**src/rtl/pci_dec_pkg.sv**
```systemverilog
package pci_dec_pkg;
  localparam int AD_W = 32;
  localparam int IDX_W = 6;

  localparam logic [3:0] CMD_MEM_RD = 4'b0110;
  localparam logic [3:0] CMD_MEM_WR = 4'b0111;
  localparam logic [3:0] CMD_CFG_RD = 4'b1010;
  localparam logic [3:0] CMD_CFG_WR = 4'b1011;

  localparam logic [IDX_W-1:0] IDX_ID  = 6'd0;
  localparam logic [IDX_W-1:0] IDX_CMD = 6'd1;
  localparam logic [IDX_W-1:0] IDX_BAR = 6'd4;

  function automatic logic is_mem(input logic [3:0] cmd);
    return (cmd == CMD_MEM_RD) || (cmd == CMD_MEM_WR);
  endfunction

  function automatic logic is_cfg(input logic [3:0] cmd);
    return (cmd == CMD_CFG_RD) || (cmd == CMD_CFG_WR);
  endfunction
endpackage

```
**src/rtl/pci_addr_capture.sv**
```systemverilog
module pci_addr_capture
  import pci_dec_pkg::*;
#(
  parameter int NUM_FN = 2
) (
  input  logic              clk_i,
  input  logic              rst_ni,
  input  logic              frame_ni,
  input  logic              irdy_ni,
  input  logic              busy_i,
  input  logic [AD_W-1:0]   ad_i,
  input  logic [3:0]        cbe_ni,
  input  logic [NUM_FN-1:0] idsel_i,
  output logic              start_o,
  output logic              pend_o,
  output logic [AD_W-1:0]   addr_o,
  output logic [3:0]        cmd_o,
  output logic [NUM_FN-1:0] idsel_o
);
  logic frame_q;

  // address phase: first clock FRAME# low with the bus idle
  assign start_o = frame_q & ~frame_ni & irdy_ni & ~busy_i;

  always_ff @(posedge clk_i or negedge rst_ni) begin
    if (!rst_ni) begin
      frame_q <= 1'b1;
      pend_o  <= 1'b0;
      addr_o  <= '0;
      cmd_o   <= '0;
      idsel_o <= '0;
    end else begin
      frame_q <= frame_ni;
      pend_o  <= start_o;
      if (start_o) begin
        addr_o  <= ad_i;
        cmd_o   <= cbe_ni;
        idsel_o <= idsel_i;
      end
    end
  end
endmodule

```
**src/rtl/pci_fn_cfg_hdr.sv**
```systemverilog
module pci_fn_cfg_hdr
  import pci_dec_pkg::*;
#(
  parameter logic [15:0] VEN_ID  = 16'h1A2B,
  parameter logic [15:0] DEV_ID  = 16'h0400,
  parameter int          WIN_LSB = 22,
  localparam int         BAR_W   = AD_W - WIN_LSB
) (
  input  logic             clk_i,
  input  logic             rst_ni,
  input  logic             wr_i,
  input  logic [IDX_W-1:0] idx_i,
  input  logic [AD_W-1:0]  wdata_i,
  input  logic [3:0]       wbe_i,
  output logic [AD_W-1:0]  rdata_o,
  output logic [BAR_W-1:0] bar_o,
  output logic             bar_valid_o,
  output logic             mem_en_o,
  output logic             master_en_o
);
  logic [AD_W-1:0] bar_word;
  logic [AD_W-1:0] bar_merged;

  assign bar_word = {bar_o, {WIN_LSB{1'b0}}};

  always_comb begin
    for (int l = 0; l < 4; l++) begin
      bar_merged[8*l +: 8] = wbe_i[l] ? wdata_i[8*l +: 8] : bar_word[8*l +: 8];
    end
  end

  always_ff @(posedge clk_i or negedge rst_ni) begin
    if (!rst_ni) begin
      bar_o       <= '0;
      bar_valid_o <= 1'b0;
      mem_en_o    <= 1'b1;
      master_en_o <= 1'b1;
    end else if (wr_i) begin
      if (idx_i == IDX_BAR) begin
        bar_o <= bar_merged[AD_W-1:WIN_LSB];
        if (|wbe_i) bar_valid_o <= 1'b1;
      end
      if (idx_i == IDX_CMD && wbe_i[0]) begin
        mem_en_o    <= wdata_i[1];
        master_en_o <= wdata_i[2];
      end
    end
  end

  always_comb begin
    unique case (idx_i)
      IDX_ID:  rdata_o = {DEV_ID, VEN_ID};
      IDX_CMD: rdata_o = {29'd0, master_en_o, mem_en_o, 1'b0};
      IDX_BAR: rdata_o = bar_word;
      default: rdata_o = '0;
    endcase
  end

  AST_VALID_NEEDS_WRITE: assert property (@(posedge clk_i) disable iff (!rst_ni)
    $rose(bar_valid_o) |-> $past(wr_i) && $past(idx_i) == IDX_BAR);
endmodule

```
**src/rtl/pci_fn_match.sv**
```systemverilog
module pci_fn_match
  import pci_dec_pkg::*;
#(
  parameter int  WIN_LSB = 22,
  localparam int BAR_W   = AD_W - WIN_LSB
) (
  input  logic             clk_i,
  input  logic             rst_ni,
  input  logic [AD_W-1:0]  addr_i,
  input  logic [3:0]       cmd_i,
  input  logic             idsel_i,
  input  logic [BAR_W-1:0] bar_i,
  input  logic             bar_valid_i,
  input  logic             mem_en_i,
  output logic             mem_hit_o,
  output logic             cfg_hit_o
);
  assign mem_hit_o = is_mem(cmd_i) & bar_valid_i & mem_en_i &
                     (addr_i[AD_W-1:WIN_LSB] == bar_i);
  // type 0 configuration only
  assign cfg_hit_o = is_cfg(cmd_i) & idsel_i & (addr_i[1:0] == 2'b00);

  AST_NO_HIT_UNWRITTEN: assert property (@(posedge clk_i) disable iff (!rst_ni)
    !bar_valid_i |-> !mem_hit_o);
  AST_NO_HIT_DISABLED: assert property (@(posedge clk_i) disable iff (!rst_ni)
    !mem_en_i |-> !mem_hit_o);
endmodule

```
**src/rtl/pci_target_sel.sv**
```systemverilog
module pci_target_sel
  import pci_dec_pkg::*;
#(
  parameter int  NUM_FN  = 2,
  parameter int  WIN_LSB = 22,
  localparam int OFF_W   = WIN_LSB - 1
) (
  input  logic              clk_i,
  input  logic              rst_ni,
  input  logic              pend_i,
  input  logic [NUM_FN-1:0] hit_i,
  input  logic [AD_W-1:0]   addr_i,
  input  logic [3:0]        cmd_i,
  input  logic              frame_ni,
  input  logic              irdy_ni,
  input  logic              trdy_ni,
  output logic [NUM_FN-1:0] claim_o,
  output logic              cfg_o,
  output logic              write_o,
  output logic              dram_o,
  output logic [OFF_W-1:0]  off_o,
  output logic [IDX_W-1:0]  idx_o,
  output logic              xfer_o
);
  logic [NUM_FN-1:0] pick;
  logic              found;
  logic              last_done;

  // lowest index has priority
  always_comb begin
    pick  = '0;
    found = 1'b0;
    for (int k = 0; k < NUM_FN; k++) begin
      if (hit_i[k] && !found) begin
        pick[k] = 1'b1;
        found   = 1'b1;
      end
    end
  end

  assign xfer_o    = (|claim_o) & ~irdy_ni & ~trdy_ni;
  assign last_done = xfer_o & frame_ni;

  always_ff @(posedge clk_i or negedge rst_ni) begin
    if (!rst_ni) begin
      claim_o <= '0;
      cfg_o   <= 1'b0;
      write_o <= 1'b0;
      dram_o  <= 1'b0;
      off_o   <= '0;
      idx_o   <= '0;
    end else if (pend_i) begin
      claim_o <= pick;
      cfg_o   <= is_cfg(cmd_i);
      write_o <= cmd_i[0];
      dram_o  <= addr_i[WIN_LSB-1];
      off_o   <= addr_i[OFF_W-1:0];
      idx_o   <= addr_i[IDX_W+1:2];
    end else if (last_done) begin
      claim_o <= '0;
    end
  end
endmodule

```
**src/rtl/pci_dual_fn_decoder.sv**
```systemverilog
module pci_dual_fn_decoder
  import pci_dec_pkg::*;
#(
  parameter int          NUM_FN      = 2,
  parameter int          WIN_LSB     = 22,
  parameter logic [15:0] VEN_ID      = 16'h1A2B,
  parameter logic [15:0] DEV_ID_BASE = 16'h0400,
  localparam int         OFF_W       = WIN_LSB - 1,
  localparam int         BAR_W       = AD_W - WIN_LSB,
  localparam int         FN_W        = (NUM_FN > 1) ? $clog2(NUM_FN) : 1
) (
  input  logic              clk_i,
  input  logic              rst_ni,
  input  logic              frame_ni,
  input  logic              irdy_ni,
  input  logic              trdy_ni,
  input  logic [NUM_FN-1:0] idsel_i,
  input  logic [AD_W-1:0]   ad_i,
  input  logic [3:0]        cbe_ni,
  output logic              devsel_no,
  output logic [FN_W-1:0]   claim_fn_o,
  output logic              claim_cfg_o,
  output logic              claim_write_o,
  output logic              claim_dram_o,
  output logic [OFF_W-1:0]  offset_o,
  output logic [AD_W-1:0]   cfg_rdata_o,
  output logic [NUM_FN-1:0] mem_en_o,
  output logic [NUM_FN-1:0] master_en_o
);
  logic              start_w, pend_w, xfer_w;
  logic [AD_W-1:0]   addr_w;
  logic [3:0]        cmd_w;
  logic [NUM_FN-1:0] idsel_w;
  logic [NUM_FN-1:0] mem_hit_w, cfg_hit_w, hit_w, claim_w, bar_valid_w;
  logic [IDX_W-1:0]  idx_w;
  logic [BAR_W-1:0]  bar_w   [NUM_FN];
  logic [AD_W-1:0]   rdata_w [NUM_FN];

  pci_addr_capture #(.NUM_FN(NUM_FN)) u_cap (
    .clk_i, .rst_ni, .frame_ni, .irdy_ni,
    .busy_i  (|claim_w),
    .ad_i, .cbe_ni, .idsel_i,
    .start_o (start_w),
    .pend_o  (pend_w),
    .addr_o  (addr_w),
    .cmd_o   (cmd_w),
    .idsel_o (idsel_w)
  );

  for (genvar k = 0; k < NUM_FN; k++) begin : g_fn
    pci_fn_cfg_hdr #(
      .VEN_ID  (VEN_ID),
      .DEV_ID  (DEV_ID_BASE + 16'(k)),
      .WIN_LSB (WIN_LSB)
    ) u_hdr (
      .clk_i, .rst_ni,
      .wr_i        (claim_w[k] & claim_cfg_o & claim_write_o & xfer_w),
      .idx_i       (idx_w),
      .wdata_i     (ad_i),
      .wbe_i       (~cbe_ni),
      .rdata_o     (rdata_w[k]),
      .bar_o       (bar_w[k]),
      .bar_valid_o (bar_valid_w[k]),
      .mem_en_o    (mem_en_o[k]),
      .master_en_o (master_en_o[k])
    );

    pci_fn_match #(.WIN_LSB(WIN_LSB)) u_match (
      .clk_i, .rst_ni,
      .addr_i      (addr_w),
      .cmd_i       (cmd_w),
      .idsel_i     (idsel_w[k]),
      .bar_i       (bar_w[k]),
      .bar_valid_i (bar_valid_w[k]),
      .mem_en_i    (mem_en_o[k]),
      .mem_hit_o   (mem_hit_w[k]),
      .cfg_hit_o   (cfg_hit_w[k])
    );

    assign hit_w[k] = mem_hit_w[k] | cfg_hit_w[k];

    AST_CFG_IDSEL: assert property (@(posedge clk_i) disable iff (!rst_ni)
      $rose(claim_w[k]) && claim_cfg_o |-> $past(idsel_i[k], 2));
  end

  pci_target_sel #(.NUM_FN(NUM_FN), .WIN_LSB(WIN_LSB)) u_sel (
    .clk_i, .rst_ni,
    .pend_i   (pend_w),
    .hit_i    (hit_w),
    .addr_i   (addr_w),
    .cmd_i    (cmd_w),
    .frame_ni, .irdy_ni, .trdy_ni,
    .claim_o  (claim_w),
    .cfg_o    (claim_cfg_o),
    .write_o  (claim_write_o),
    .dram_o   (claim_dram_o),
    .off_o    (offset_o),
    .idx_o    (idx_w),
    .xfer_o   (xfer_w)
  );

  assign devsel_no = ~(|claim_w);

  always_comb begin
    claim_fn_o  = '0;
    cfg_rdata_o = '0;
    for (int k = 0; k < NUM_FN; k++) begin
      if (claim_w[k]) begin
        claim_fn_o = FN_W'(k);
        if (claim_cfg_o) cfg_rdata_o = rdata_w[k];
      end
    end
  end

  AST_MEDIUM_DEVSEL: assert property (@(posedge clk_i) disable iff (!rst_ni)
    $fell(devsel_no) |-> $past(start_w, 2));
  AST_RELEASE_LAST: assert property (@(posedge clk_i) disable iff (!rst_ni)
    !devsel_no && frame_ni && !irdy_ni && !trdy_ni |=> devsel_no);
  AST_IGNORED_CMD: assert property (@(posedge clk_i) disable iff (!rst_ni)
    pend_w && !is_mem(cmd_w) && !is_cfg(cmd_w) |=> devsel_no);

  if (NUM_FN > 1) begin : g_prio
    AST_OVERLAP_FN0: assert property (@(posedge clk_i) disable iff (!rst_ni)
      pend_w && mem_hit_w[0] && mem_hit_w[1] |=> claim_w[0] && !claim_w[1]);
  end
endmodule

```
**config.mk**
```make
export PLATFORM = sky130hd
export DESIGN_NAME = pci_dual_fn_decoder
export DESIGN_NICKNAME = d
export VERILOG_FILES = /design/src/rtl/pci_dec_pkg.sv /design/src/rtl/pci_addr_capture.sv /design/src/rtl/pci_fn_cfg_hdr.sv /design/src/rtl/pci_fn_match.sv /design/src/rtl/pci_target_sel.sv /design/src/rtl/pci_dual_fn_decoder.sv
export SDC_FILE = /design/constraint.sdc
export NUM_CORES = 1
export LEC_CHECK = 0
export ABC_CLOCK_PERIOD_IN_PS = 1860
export BUFFER_PORTS_ARGS = -buffer_cell sky130_fd_sc_hd__buf_4
export CORE_ASPECT_RATIO = 1.1
export CORE_UTILIZATION = 45
export CTS_BUF_LIST = sky130_fd_sc_hd__clkbuf_16
export CTS_CLUSTER_SIZE = 14
export DETAILED_ROUTE_END_ITERATION = 16
export PLACE_DENSITY = 0.69
export SKIP_LAST_GASP = 1
export SYNTH_ARGS = -nofsm -noshare
export SYNTH_HDL_FRONTEND = slang
export SYNTH_SLANG_ARGS = --single-unit
```
**constraint.sdc**
```tcl
create_clock -name clk_i -period 1.86 [get_ports clk_i]
set_input_delay 0.372 -clock clk_i [delete_from_list [all_inputs] [get_ports clk_i]]
set_output_delay 0.372 -clock clk_i [all_outputs]
set_load 0.005 [all_outputs]
```
### Word-level counts from Yosys, hierarchy flattened

Index checks and enable logic that the tools add are counted.

* bitwise operators: 29
* equality and inequality tests: 8
* reduce and logical (&&, ||, !) cells: 18
* multiplexer cells: 11

Operators with widths (number)
* 32-bit case mux with 3 select lines: 2
* 32-bit two-way mux: 4
* 1-bit AND: 22
* 10-bit equality test: 2
* 3-bit AND reduction: 6
* 4-bit by 3-bit equality test with 1-bit output (second input constant): 2
* 4-bit equality test (second input constant): 2
* 6-bit by 1-bit equality test with 1-bit output (second input constant): 1
* 6-bit by 3-bit equality test with 1-bit output (second input constant): 1
* 6-bit zero test: 1
* 2-bit two-way mux: 2
* 1-bit inverter: 4
* 4-bit inverter: 1
* 2-bit AND reduction: 2
* 4-bit OR reduction: 1
* 1-bit two-way mux: 3
* 1-bit logical AND: 2
* 2-bit zero test: 1
* 1-bit logical OR: 2
* 1-bit OR: 2
* 2-bit nonzero test: 1
* 2-bit OR reduction: 1
* 1-bit zero test: 1

* bits in registers: 98
* word-level logic and storage cells: 87
* input port bits: 43
* output and inout port bits: 62

### Longest topological paths before layout

* depth after elaboration: 11
* depth in mapped cells: 5
* depth with buffers taken out: 4

### Hierarchy

A second synthesis with hierarchy kept.

* cells, all modules: 390
* area, all modules: 5016.1 µm²

By module, submodules not included
* pci_fn_cfg_hdr: cells an instance 73, area each 828.3 µm², instances 2, sequential area each 327.8 µm²
* pci_addr_capture: cells an instance 83, area each 1526.5 µm², instances 1, sequential area each 1002.2 µm²
* pci_target_sel: cells an instance 70, area each 1074.8 µm², instances 1, sequential area each 650.6 µm²
* pci_dual_fn_decoder: cells an instance 57, area each 475.5 µm², instances 1, sequential area each 0.0 µm²
* pci_fn_match: cells an instance 17, area each 141.4 µm², instances 2, sequential area each 0.0 µm²

### Worst setup path before layout

No wires, ideal clock.

* kind: reg-to-output
* start: register u_sel.idx_o[3]
* end: output port cfg_rdata_o[11]
* path slack: 169 ps
* arrival time: 1319 ps
* buffers on the path: 1
* data required time: 1488 ps
* cell stages (with the launch flop): 5
* path through: dfrtp_1 nor4_4 nand2_1 nor2_1 buf_4

* word-level cells in the longest chain between the ends: 6
* elaborated cells between the ends (all ways): 9
* classes of those cells: eq/ne: 2; mux: 6; reduce/logical: 1

RTL lines
* start: declaration: RTL line pci_target_sel.sv:22 `output logic [IDX_W-1:0] idx_o,`
* start signal: assignment: RTL line pci_target_sel.sv:58 `idx_o <= addr_i[IDX_W+1:2];`
* 6-bit by 3-bit equality test with 1-bit output (tied with other cells): RTL line pci_fn_cfg_hdr.sv:51 `unique case (idx_i)`
* 32-bit case mux with 3 select lines: RTL line pci_fn_cfg_hdr.sv:51
* 32-bit two-way mux: RTL line pci_dual_fn_decoder.sv:110 `if (claim_cfg_o) cfg_rdata_o = rdata_w[k];`
* 32-bit two-way mux: RTL line pci_dual_fn_decoder.sv:108 `if (claim_w[k]) begin`
* 32-bit two-way mux: RTL line pci_dual_fn_decoder.sv:110
* 32-bit two-way mux (*): RTL line pci_dual_fn_decoder.sv:108
* end: declaration: RTL line pci_dual_fn_decoder.sv:26 `output logic [AD_W-1:0] cfg_rdata_o,`

Every way passes the cells marked *; elsewhere a longest branch is shown, timed or not.

### Worst setup path in the final report

* start: register u_sel.idx_o[3]
* end: output port cfg_rdata_o[1]

The elaborated chain is that of the path after synthesis.

==> flow_summary_export.csv <==
group,metric,value,unit
timing,slew_violations,0,
floorplanning,io_pins,105,
floorplanning,core-area,0.00892,mm2
cells_and_area,num_antenna_cells,0,
timing,fin_crit_sh,113,%
worst_setup_path,r2r.worst_path.cells,6,
cells_and_area,fin_nets,463,
route,wl_per_cell,17.6,um
worst_setup_path,cp_max_fo,3,
run_status,violations,"negative setup slack",
power_and_ir_drop,p_per_area,1120,mW/mm2
route,post_drt_via_cell_ratio,5.22,
cells_and_area,area_delta_synth_final,35.6,%
clock_network,cts.sink_count,92,
cells_and_area,multi_input_area,0.00191,mm2
synth,synth_area,0.00418,mm2
synth,synth_ff_type,"dfrtp_1",
global_route,top_usage_layer,"met2",
route,drt-pass1-iter-count,4,
floorplanning,dieArea,0.00968,mm2
synth,yosysWarnings,0,
floorplanning,row_count,36,
place,place_hpwl,6430,um
synth,syn_area_per_cell,13.6,um2
floorplanning,die_y,103,um
worst_setup_path,endpoint_kind,"output port",
clock_network,htreeDepth,3,
global_route,grt_pass1_vias,2931,
timing,finalSetupViolCount,41,
clock_network,cts_buffers,9,
clock_network,cts_tree,"built",
hold_path,hold_class,"in2reg",
clock_network,clk_latency,0.33,ns
synth,synth-seq-cells,92,
cells_and_area,finalNonFillerCells,537,
timing,clock.fmax,475,MHz
route,vias,2802,
run_status,status,"finished with violations",
synth,synth_edf_count,0,
global_route,grt_pass1_wl,14600,um
route,routed_wl,9430,um
synth,synthArstFlopShare,100,%
route,postRouteAntennaNets,0,
timing,finClkSkew,0.00920,ns
hold_path,hold_depth,1,
global_route,grtUsageMet2,34.1,%
worst_setup_path,r2r_slack,-0.17,ns
global_route,antenna_found_initial,0,
worst_setup_path,worstSetupPathType,"reg2out",
place,place_inst,512,
cells_and_area,register_area,0.00231,mm2
timing,fin_crit,2.10,ns
global_route,met1_usage,26.1,%
timing,timing.final.hold_violations,0,
route,first_iter_violations,131,
cells_and_area,drive_gt1_share,61.0,%
synth,syn-instance-count,307,
global_route,grt_use_met3,4.28,%
route,drcViolationCount,0,
worst_setup_path,cp.arrival,1.73,ns
run,drv_cap,0,
cells_and_area,utilization,63.6,%
place,portBuffers,91,
floorplanning,start_util,46.9,%
global_route,grt_max_degree,40,
global_route,gr-total-overflow,0,
clock_network,clockBufferDepth,2,
timing,final.setup.worst_slack,-0.245,ns
timing,rsz0062_at_grt,"yes",
synth,yosysSeqAreaShare,55.2,%
power_and_ir_drop,irDropWorstVdd,0.680,mV
cells_and_area,fillCellCount,725,
synth,synth.distinct_cells,39,
clock_network,path_clk_slew,0.06,ns
clock_network,cts-root-buf,"clkbuf_16",
worst_setup_path,worstPathRequired,1.49,ns
global_route,grtUsageTotal,20.2,%
place,gp_congestion,0.775,
worst_setup_path,start_kind,"flip-flop",
power_and_ir_drop,leakagePower,2.65,nW
floorplanning,die_w,93.9,um
-- timing repair --
item,4_1_cts,5_1_grt
hold endpoints to repair,9,0
endpoints found under the setup margin,19,43
pin swaps,3,12
hold buffers,1,0
resized for setup,21,58
setup buffers,8,2
-- cells by family (layout without fill, tap and decap cells) --
kind of cell              count (synthesis)  after routing  synth area share [%]
and+or+nand+nor                          47             47                  7.48
DFF                                      92             92                  55.2
other                                     1             13                0.0897
AOI/OAI and AO/OA                        23             23                  4.04
buffers and inverters                    38            142                  5.48
xor gates and xnor gates                 20             20                  4.19
muxes                                    86             86                  23.5
-- Yosys cell counts, drive strengths merged, types with 2 or more instances --
cell type | count | share of area, %
a22oi | 11 | 2.0
and2 | 2 | 0.30
buf | 28 | 4.5
clkbuf | 5 | 0.48
dfrtp | 87 | 52
dfstp | 5 | 3.1
inv | 5 | 0.45
mux2 | 85 | 23
nand2 | 5 | 0.45
nand3 | 2 | 0.66
nand3b | 4 | 0.81
nor2 | 16 | 1.4
nor3 | 5 | 1.1
nor4 | 7 | 1.4
o21ai | 3 | 0.36
o21bai | 2 | 0.36
or3 | 2 | 0.54
xor2 | 20 | 4.2
-- cell type report --
type / instances / area share [%]
clock buffer: 9 / 3.97
clock inverter: 5 / 0.397
inverter: 5 / 0.331
multi-input combinational: 189 / 33.7
sequential: 92 / 40.8
tap: 114 / 2.52
timing repair buffer: 123 / 18.3
-- placed cells by master, fill, tap and decap left out, types with 2 or more instances in the layout --
cell       synthesis  routed
buf_4             22     101
nor2_2             0       3
nor3_4             2       5
nand2_1            5       4
mux2_4             4      22
dfrtp_2            0       4
mux2_2            81      63
nor2_1            16       5
clkinv_1           0       3
conb_1             1      13
dfrtp_1           87      83
xor2_1            20      20
clkbuf_16          0       9
o21bai_1           2       2
nand3b_1           3       3
buf_6              0      16
nor2_4             0       8
and2_1             2       2
or3_4              2       2
o21ai_2            0       2
buf_12             0       3
nor4_1             6       6
inv_1              5       6
buf_8              0       2
a22oi_1           11       6
nand3_4            1       2
a22oi_2            0       5
dfstp_2            5       5
-- through the flow --
step / cell area [um2] / setup WS (ns) / hold slack, ns / power, mW / setup TNS [ns]
finish: 5670 / -0.245 / 0.172 / 6.37 / -5.40
detailed placement: 5020 / 0.0506 / 0.345 / 4.61 / 0
floorplan: 4230 / 0.169 / 0.0764 / 3.76 / 0
CTS: 5410 / -0.200 / 0.163 / 6.33 / -4.32
global route: 5670 / -0.319 / 0.157 / 6.74 / -8.50
global placement: 5020 / 0.0715 / 0.343 / 4.54 / 0
-- layer usage --
metal	share of wire (%)	wire length [um]	vias up
li1	-	-	1272
met1	43	4010	1428
met2	51	4790	90
met3	5.1	483	12
met4	1.4	135	0
met5	0	0	-
-- power breakdown --
part           total, mW  leakage [nW]  internal [mW]  switching [mW]
clock network       1.56         0.121          0.871           0.686
registers           2.98          1.14           2.58           0.405
logic               1.83          1.39           1.13           0.706
total               6.37          2.65           4.58            1.80
-- final timing paths --
kind	from	endpoint
setup / recovery	u_sel.idx_o[3]	cfg_rdata_o[1]
min in group asynchronous	rst_ni	g_fn[1].u_hdr.bar_o[4]
setup reg to reg	u_sel.idx_o[3]	g_fn[0].u_hdr.mem_en_o
hold reg to reg	g_fn[0].u_hdr.bar_valid_o	g_fn[0].u_hdr.bar_valid_o
hold / removal	frame_ni	u_cap.frame_q
max in group asynchronous	rst_ni	u_sel.idx_o[2]
-- critical path, cell delays in order (launching register included) --
cell and delay [ns]:
dfrtp_2 0.44, nor4_4 0.41, nand3b_4 0.15, o21ai_2 0.13
a22o_1 0.16, buf_4 0.11
-- sequential cells by signal, summed over array words and instances, names as in the netlist --
name                    count
u_sel.idx_o                 5
u_cap.addr_o               32
u_cap.pend_o                1
u_cap.idsel_o               2
u_sel.cfg_o                 1
u_cap.frame_q               1
u_sel.write_o               1
u_cap.cmd_o                 4
u_sel.claim_o               2
u_sel.off_o                16
g_fn.u_hdr.bar_o           20
g_fn.u_hdr.bar_valid_o      2
g_fn.u_hdr.mem_en_o         2
u_sel.dram_o                1
g_fn.u_hdr.master_en_o      2
Power figures use the tool's default switching activity.
